<file path="src/rtl/prt_pkg.sv">
package prt_pkg;

    localparam int SUBS   = 4;
    localparam int KIND_W = 2;

    typedef enum logic [1:0] {
        WK_RENAME = 2'd0,
        WK_WIDEN  = 2'd1,
        WK_MERGE  = 2'd2
    } wkind_e;

    // kinds numbered at or above k lie inside kind k
    function automatic logic [SUBS-1:0] kind_and_below(input logic [KIND_W-1:0] k);
        logic [SUBS-1:0] m;
        for (int i = 0; i < SUBS; i++) begin
            m[i] = (KIND_W'(i) >= k);
        end
        return m;
    endfunction

endpackage

</file>
<file path="src/rtl/prt_classify.sv">
module prt_classify
    import prt_pkg::*;
#(
    parameter int              REG_W      = 4,
    parameter logic [SUBS-1:0] RENAMEABLE = 4'b0001
) (
    input  logic [REG_W-1:0] reg_id,
    input  logic             clr_upper,
    output logic [SUBS-1:0]  touch_mask,
    output logic             takes_phys
);

    wkind_e              cls;
    logic [KIND_W-1:0]   kind;

    assign kind = reg_id[KIND_W-1:0];

    always_comb begin
        if (clr_upper) begin
            cls = WK_WIDEN;
        end else if (RENAMEABLE[kind]) begin
            cls = WK_RENAME;
        end else begin
            cls = WK_MERGE;
        end
    end

    always_comb begin
        unique case (cls)
            WK_RENAME: begin
                touch_mask = kind_and_below(kind);
                takes_phys = 1'b1;
            end
            WK_WIDEN: begin
                touch_mask = '1;
                takes_phys = 1'b1;
            end
            WK_MERGE: begin
                touch_mask = '1;
                takes_phys = 1'b0;
            end
            default: begin
                touch_mask = '1;
                takes_phys = 1'b0;
            end
        endcase
    end

endmodule

</file>
<file path="src/rtl/prt_ready_gate.sv">
module prt_ready_gate #(
    parameter int LAT_W = 4
) (
    input  logic             uses_ready,
    input  logic             dep_vld,
    input  logic             left_known,
    input  logic [LAT_W-1:0] left_cycles,
    input  logic [LAT_W-1:0] max_lat,
    output logic             may_issue
);

    logic dep_clear;

    always_comb begin
        if (!dep_vld) begin
            dep_clear = 1'b1;
        end else if (!left_known) begin
            dep_clear = 1'b0;
        end else begin
            dep_clear = (left_cycles < max_lat);
        end
        may_issue = uses_ready && dep_clear;
    end

endmodule

</file>
<file path="src/rtl/prt_rename_table.sv">
module prt_rename_table
    import prt_pkg::*;
#(
    parameter int              GPRS       = 4,
    parameter int              TAG_W      = 6,
    parameter int              LAT_W      = 4,
    parameter int              WR_PORTS   = 2,
    parameter logic [SUBS-1:0] RENAMEABLE = 4'b0001,
    localparam int             REG_W      = $clog2(GPRS) + KIND_W
) (
    input  logic                           clk,
    input  logic                           rst_n,
    input  logic [WR_PORTS-1:0]            wr_en,
    input  logic [WR_PORTS-1:0][REG_W-1:0] wr_reg,
    input  logic [WR_PORTS-1:0][TAG_W-1:0] wr_tag,
    input  logic [WR_PORTS-1:0]            wr_clr,
    output logic [WR_PORTS-1:0]            wr_alloc,
    output logic [WR_PORTS-1:0]            wr_dep_vld,
    output logic [WR_PORTS-1:0][TAG_W-1:0] wr_dep_tag,
    input  logic                           rm_en,
    input  logic [REG_W-1:0]               rm_reg,
    input  logic [TAG_W-1:0]               rm_tag,
    input  logic                           rm_clr,
    output logic                           rm_free,
    input  logic [REG_W-1:0]               lk_reg,
    output logic                           lk_vld,
    output logic [TAG_W-1:0]               lk_tag,
    input  logic                           rdy_uses,
    input  logic                           rdy_dep_vld,
    input  logic                           rdy_left_known,
    input  logic [LAT_W-1:0]               rdy_left,
    input  logic [LAT_W-1:0]               rdy_maxlat,
    output logic                           rdy_ok
);

    localparam int ENTS  = 1 << REG_W;
    localparam int GRP_W = REG_W - KIND_W;

    logic [ENTS-1:0]  v_q,   v_n;
    logic [TAG_W-1:0] tag_q [ENTS];
    logic [TAG_W-1:0] tag_n [ENTS];

    logic [WR_PORTS-1:0][SUBS-1:0] wmask;
    logic [WR_PORTS-1:0]           wphys;
    logic [SUBS-1:0]               rmask;
    logic                          rphys;

    logic [REG_W-1:0] ix;
    logic [REG_W-1:0] full_ix;

    // one classifier per write port, one for the remove port
    for (genvar p = 0; p < WR_PORTS; p++) begin : g_wcls
        prt_classify #(.REG_W(REG_W), .RENAMEABLE(RENAMEABLE)) u_cls (
            .reg_id     (wr_reg[p]),
            .clr_upper  (wr_clr[p]),
            .touch_mask (wmask[p]),
            .takes_phys (wphys[p])
        );
    end

    prt_classify #(.REG_W(REG_W), .RENAMEABLE(RENAMEABLE)) u_rcls (
        .reg_id     (rm_reg),
        .clr_upper  (rm_clr),
        .touch_mask (rmask),
        .takes_phys (rphys)
    );

    // remove first, then writes in port order (port 0 oldest)
    always_comb begin
        v_n = v_q;
        for (int e = 0; e < ENTS; e++) begin
            tag_n[e] = tag_q[e];
        end
        ix      = '0;
        full_ix = '0;
        if (rm_en) begin
            for (int s = 0; s < SUBS; s++) begin
                ix = {rm_reg[REG_W-1:KIND_W], KIND_W'(s)};
                if (rmask[s] && v_n[ix] && (tag_n[ix] == rm_tag)) begin
                    v_n[ix] = 1'b0;
                end
            end
        end
        for (int p = 0; p < WR_PORTS; p++) begin
            full_ix       = {wr_reg[p][REG_W-1:KIND_W], KIND_W'(0)};
            wr_alloc[p]   = wr_en[p] && wphys[p];
            wr_dep_vld[p] = wr_en[p] && !wphys[p] && v_n[full_ix]
                            && (tag_n[full_ix] != wr_tag[p]);
            wr_dep_tag[p] = wr_dep_vld[p] ? tag_n[full_ix] : '0;
            if (wr_en[p]) begin
                for (int s = 0; s < SUBS; s++) begin
                    ix = {wr_reg[p][REG_W-1:KIND_W], KIND_W'(s)};
                    if (wmask[p][s]) begin
                        v_n[ix]   = 1'b1;
                        tag_n[ix] = wr_tag[p];
                    end
                end
            end
        end
    end

    always_ff @(posedge clk) begin
        if (!rst_n) begin
            v_q <= '0;
            for (int e = 0; e < ENTS; e++) begin
                tag_q[e] <= '0;
            end
        end else begin
            v_q <= v_n;
            for (int e = 0; e < ENTS; e++) begin
                tag_q[e] <= tag_n[e];
            end
        end
    end

    assign rm_free = rm_en && rphys;
    assign lk_vld  = v_q[lk_reg];
    assign lk_tag  = v_q[lk_reg] ? tag_q[lk_reg] : '0;

    prt_ready_gate #(.LAT_W(LAT_W)) u_gate (
        .uses_ready  (rdy_uses),
        .dep_vld     (rdy_dep_vld),
        .left_known  (rdy_left_known),
        .left_cycles (rdy_left),
        .max_lat     (rdy_maxlat),
        .may_issue   (rdy_ok)
    );

    // youngest port's destination holds its tag next cycle
    wr_lands_chk: assert property (@(posedge clk) disable iff (!rst_n)
        wr_en[WR_PORTS-1] |=> v_q[$past(wr_reg[WR_PORTS-1])]
            && (tag_q[$past(wr_reg[WR_PORTS-1])] == $past(wr_tag[WR_PORTS-1])));

    for (genvar p = 0; p < WR_PORTS; p++) begin : g_wchk

        dep_noalloc_chk: assert property (@(posedge clk) disable iff (!rst_n)
            wr_dep_vld[p] |-> !wr_alloc[p]);

        dep_self_chk: assert property (@(posedge clk) disable iff (!rst_n)
            wr_dep_vld[p] |-> (wr_dep_tag[p] != wr_tag[p]));
    end

    for (genvar e = 0; e < ENTS; e++) begin : g_echk

        rm_keep_chk: assert property (@(posedge clk) disable iff (!rst_n)
            (rm_en && !(|wr_en) && (tag_q[e] != rm_tag)) |=> $stable(v_q[e]));
    end


    ready_uses_chk: assert property (@(posedge clk) disable iff (!rst_n)
        rdy_ok |-> rdy_uses);


    free_only_rm_chk: assert property (@(posedge clk) disable iff (!rst_n)
        rm_free |-> rm_en);

endmodule

</file>
<file path="config.mk">
export PLATFORM = sky130hd
export DESIGN_NAME = prt_rename_table
export DESIGN_NICKNAME = d
export VERILOG_FILES = /design/src/rtl/prt_pkg.sv /design/src/rtl/prt_classify.sv /design/src/rtl/prt_ready_gate.sv /design/src/rtl/prt_rename_table.sv
export SDC_FILE = /design/constraint.sdc
export NUM_CORES = 1
export LEC_CHECK = 0
export BUFFER_PORTS_ARGS = -buffer_cell sky130_fd_sc_hd__buf_2
export CAP_MARGIN = 0
export CORE_ASPECT_RATIO = 1.25
export CORE_MARGIN = 4
export CORE_UTILIZATION = 30
export DETAILED_ROUTE_END_ITERATION = 8
export HOLD_SLACK_MARGIN = 0.08
export PLACE_DENSITY = 0.52
export SYNTH_ARGS = -nofsm -noshare
export SYNTH_HDL_FRONTEND = slang
export SYNTH_SLANG_ARGS = --single-unit
</file>
<file path="constraint.sdc">
create_clock -name clk -period 3.31 [get_ports clk]
set_input_delay 0.8275 -clock clk [delete_from_list [all_inputs] [get_ports clk]]
set_output_delay 0.8275 -clock clk [all_outputs]
set_load 0.03 [all_outputs]
</file>
==> flow_summary_export.csv <==
group,metric,value,unit
floorplan,rows,61,
cells_and_area,nets,939,
run,cap_violations,0,
sta,final.min_clock_period,3750,ps
floorplan,initial_utilization,0.307,
cts,cts_tree,"built",
drt,drc,0,
cells_and_area,layout-drive-gt1-share,0.368,
sta,finalWorstSetupSlack,-441,ps
yosys,ys_ff_latch,112,
global_route,grt.total_usage,0.203,
power,cellLeakagePower,3.50,nW
yosys,synth_top_cell_by_area,"dfxtp_1",
critical_path,critPathRequiredTime,2480,ps
yosys,syn-mean-instance-area,9.40,sq um
global_route,globalRouteOverflowTotal,0,
critical_path,cp.arrival,2920,ps
sta,timing.hold.ws,467,ps
cts,clock_path_buffers,2,
outcome,violations,"negative setup slack",
global_route,grt_pass1_vias,6541,
sta,finalCritPeriodShare,1.13,
worst_hold_path,hold_path.class,"reg2reg",
global_route,antenna_found_initial,0,
cts,cts.sinks,112,
cells_and_area,stdcell_count,1171,
global_route,met1_usage,0.239,
sta,tightest_slew,719,ps
cells_and_area,final_common_cell,"a21oi_1",
sta,fin_tns_setup,-4650,ps
drt,vias,6480,
floorplan,coreArea,22400,sq um
critical_path,worstSetupPathType,"in2out",
placed_design,place_ws,-645,ps
sta,skew,9.55,ps
yosys,netlist_top_cells_area,"dfxtp_1 (33%), mux4_2 (21%), a21oi_1 (9.3%)",
cts,cts_made_buffers,9,
outcome,outcome,"complete, but fails checks",
yosys,ys_seq_area_frac,0.325,
global_route,grt.met2_usage,0.374,
sta,max-slew-margin-rel,0.520,
yosys,synth_top_cell_area_share,0.325,
cells_and_area,stdcell_area,9000,sq um
cts,clockRootBuffer,"clkbuf_16",
critical_path,cp-start-kind,"input pin",
cells_and_area,final_cell_mix,"a21oi_1 (126), buf_4 (117), dfxtp_1 (112)",
critical_path,path_max_fanout,8,
global_route,grt_max_degree,41,
global_route,met3_usage,0.0229,
cts,insertion_delay,360,ps
sta,setup_violations,14,
power,p_total,3.60,mW
global_route,grt_pass1_wl,39100,microns
cts,cts.clk_slew.worst_paths,80,ps
power,vdd_drop_max,0.318,mV
yosys,yosysWarnings,0,
yosys,ys.flop_type,"dfxtp_1",
cells_and_area,fillers,2248,
cells_and_area,antenna_cells,0,
placed_design,place_area,8240,sq um
power,p_per_area,400,nW/um^2
floorplan,dieArea,25500,sq um
yosys,synth-edff-count,0,
cells_and_area,fin_util,0.401,
floorplan,io_pins,78,
floorplan,fp.dieW,144,microns
sta,maxSlewViolCount,0,
placed_design,dp_cells,1144,
placed_design,place_congestion,0.887,
yosys,yosysUniqueCellTypes,62,
sta,rsz0062_at_grt,"true",
cts,post_cts_hold_buffer_count,0,
placed_design,portBuffers,77,
cells_and_area,area_growth,30.7,%
placed_design,hpwlAfterDp,19900,microns
drt,drtIter0Drc,647,
critical_path,end_kind,"primary output",
yosys,syn-num-nets,789,
sta,fmax,267,MHz
drt,first_pass_iters,5,
sta,hold_violations,0,
floorplan,dieHeight,177,microns
yosys,synthCells,733,
drt,vias_per_cell,5.53,
drt,wl_per_cell,21.8,microns
drt,wirelength,25600,microns
yosys,syn_area,6890,sq um
global_route,grt-busiest-layer,"met2",
yosys,async_flop_share,0,
drt,ant_nets,0,
cts,cts_max_level,3,
## synthesized netlist by cell type, drive strengths merged, types with 3 or more instances
cell	count
o21a	4
nor4	9
xnor2	25
mux4	64
clkbuf	32
nor3b	5
or2	4
mux2i	13
dfxtp	112
buf	25
a21oi	128
nand3	6
and3	4
nand2	102
nor3	8
nand3b	5
and4b	6
and4bb	4
a211oi	20
nor2	27
xor2	18
inv	10
o21ai	45
nor2b	12
ha	3
and4	3
and2	7
nand4	3
nand2b	4
## kinds of logic after synthesis
logic type,after synthesis,synth area share
adder cells (fa/ha/maj),3,0.00545
AND/OR/NAND/NOR,217,0.166
AO/OA/AOI/OAI,213,0.171
multiplexers,78,0.230
flip-flops,112,0.325
XOR/XNOR,43,0.0558
buffers and inverters,67,0.0465
## timing repair
item / CTS / global route
setup endpoints to repair: 21 / 14
pin swaps: 8 / 11
gates resized for setup: 50 / 22
buffers inserted: 6 / 3
gates cloned: 3 / 0
## final cells by class
cell class / instances / area [sq um] / area share
Inverter: 10 / 37.5 / 0.00417
Multi-Input combinational cell: 554 / 4530 / 0.503
Sequential cell: 112 / 2240 / 0.249
Tap cell: 283 / 354 / 0.0393
Timing Repair Buffer: 196 / 1530 / 0.170
Clock buffer: 9 / 225 / 0.0250
Clock inverter: 7 / 85.1 / 0.00945
## per-layer routing
metal | part of all wire | up-vias | wire length (microns)
li1 | - | 3019 | -
met1 | 0.40 | 3215 | 10200
met2 | 0.53 | 196 | 13600
met3 | 0.036 | 50 | 914
met4 | 0.035 | 0 | 889
met5 | 0 | - | 0
## flip-flops by register name, indices dropped and copies added, names as in the netlist
| signal | flops |
|---|---|
| v_q | 16 |
| tag_q | 96 |
## path summary, 6_finish.rpt
kind           startpoint  slack (ps)              to  cells after the start
min          tag_q[11][3]         470    tag_q[11][3]                      2
max             wr_reg[3]        -440  wr_dep_tag[10]                     10
min reg2reg  tag_q[11][3]         470    tag_q[11][3]                      2
max reg2reg   tag_q[8][5]        1110          v_q[0]                      8
## critical path: stages
cell and delay (ps):
buf_4 110, buf_6 130, and3b_2 260, mux2i_2 170, mux4_2 530, xnor2_2 260, nor3_4 70, buf_12 140
a211oi_2 220, buf_4 190
## where the power goes
| group | leakage (nW) | internal, mW | switching, mW | total (mW) |
|---|---|---|---|---|
| registers | 0.921 | 1.44 | 0.0997 | 1.54 |
| logic | 2.44 | 0.436 | 0.463 | 0.898 |
| clock network | 0.146 | 0.604 | 0.555 | 1.16 |
| total | 3.50 | 2.48 | 1.12 | 3.60 |
Note: power is estimated with default switching activity, not from simulation.
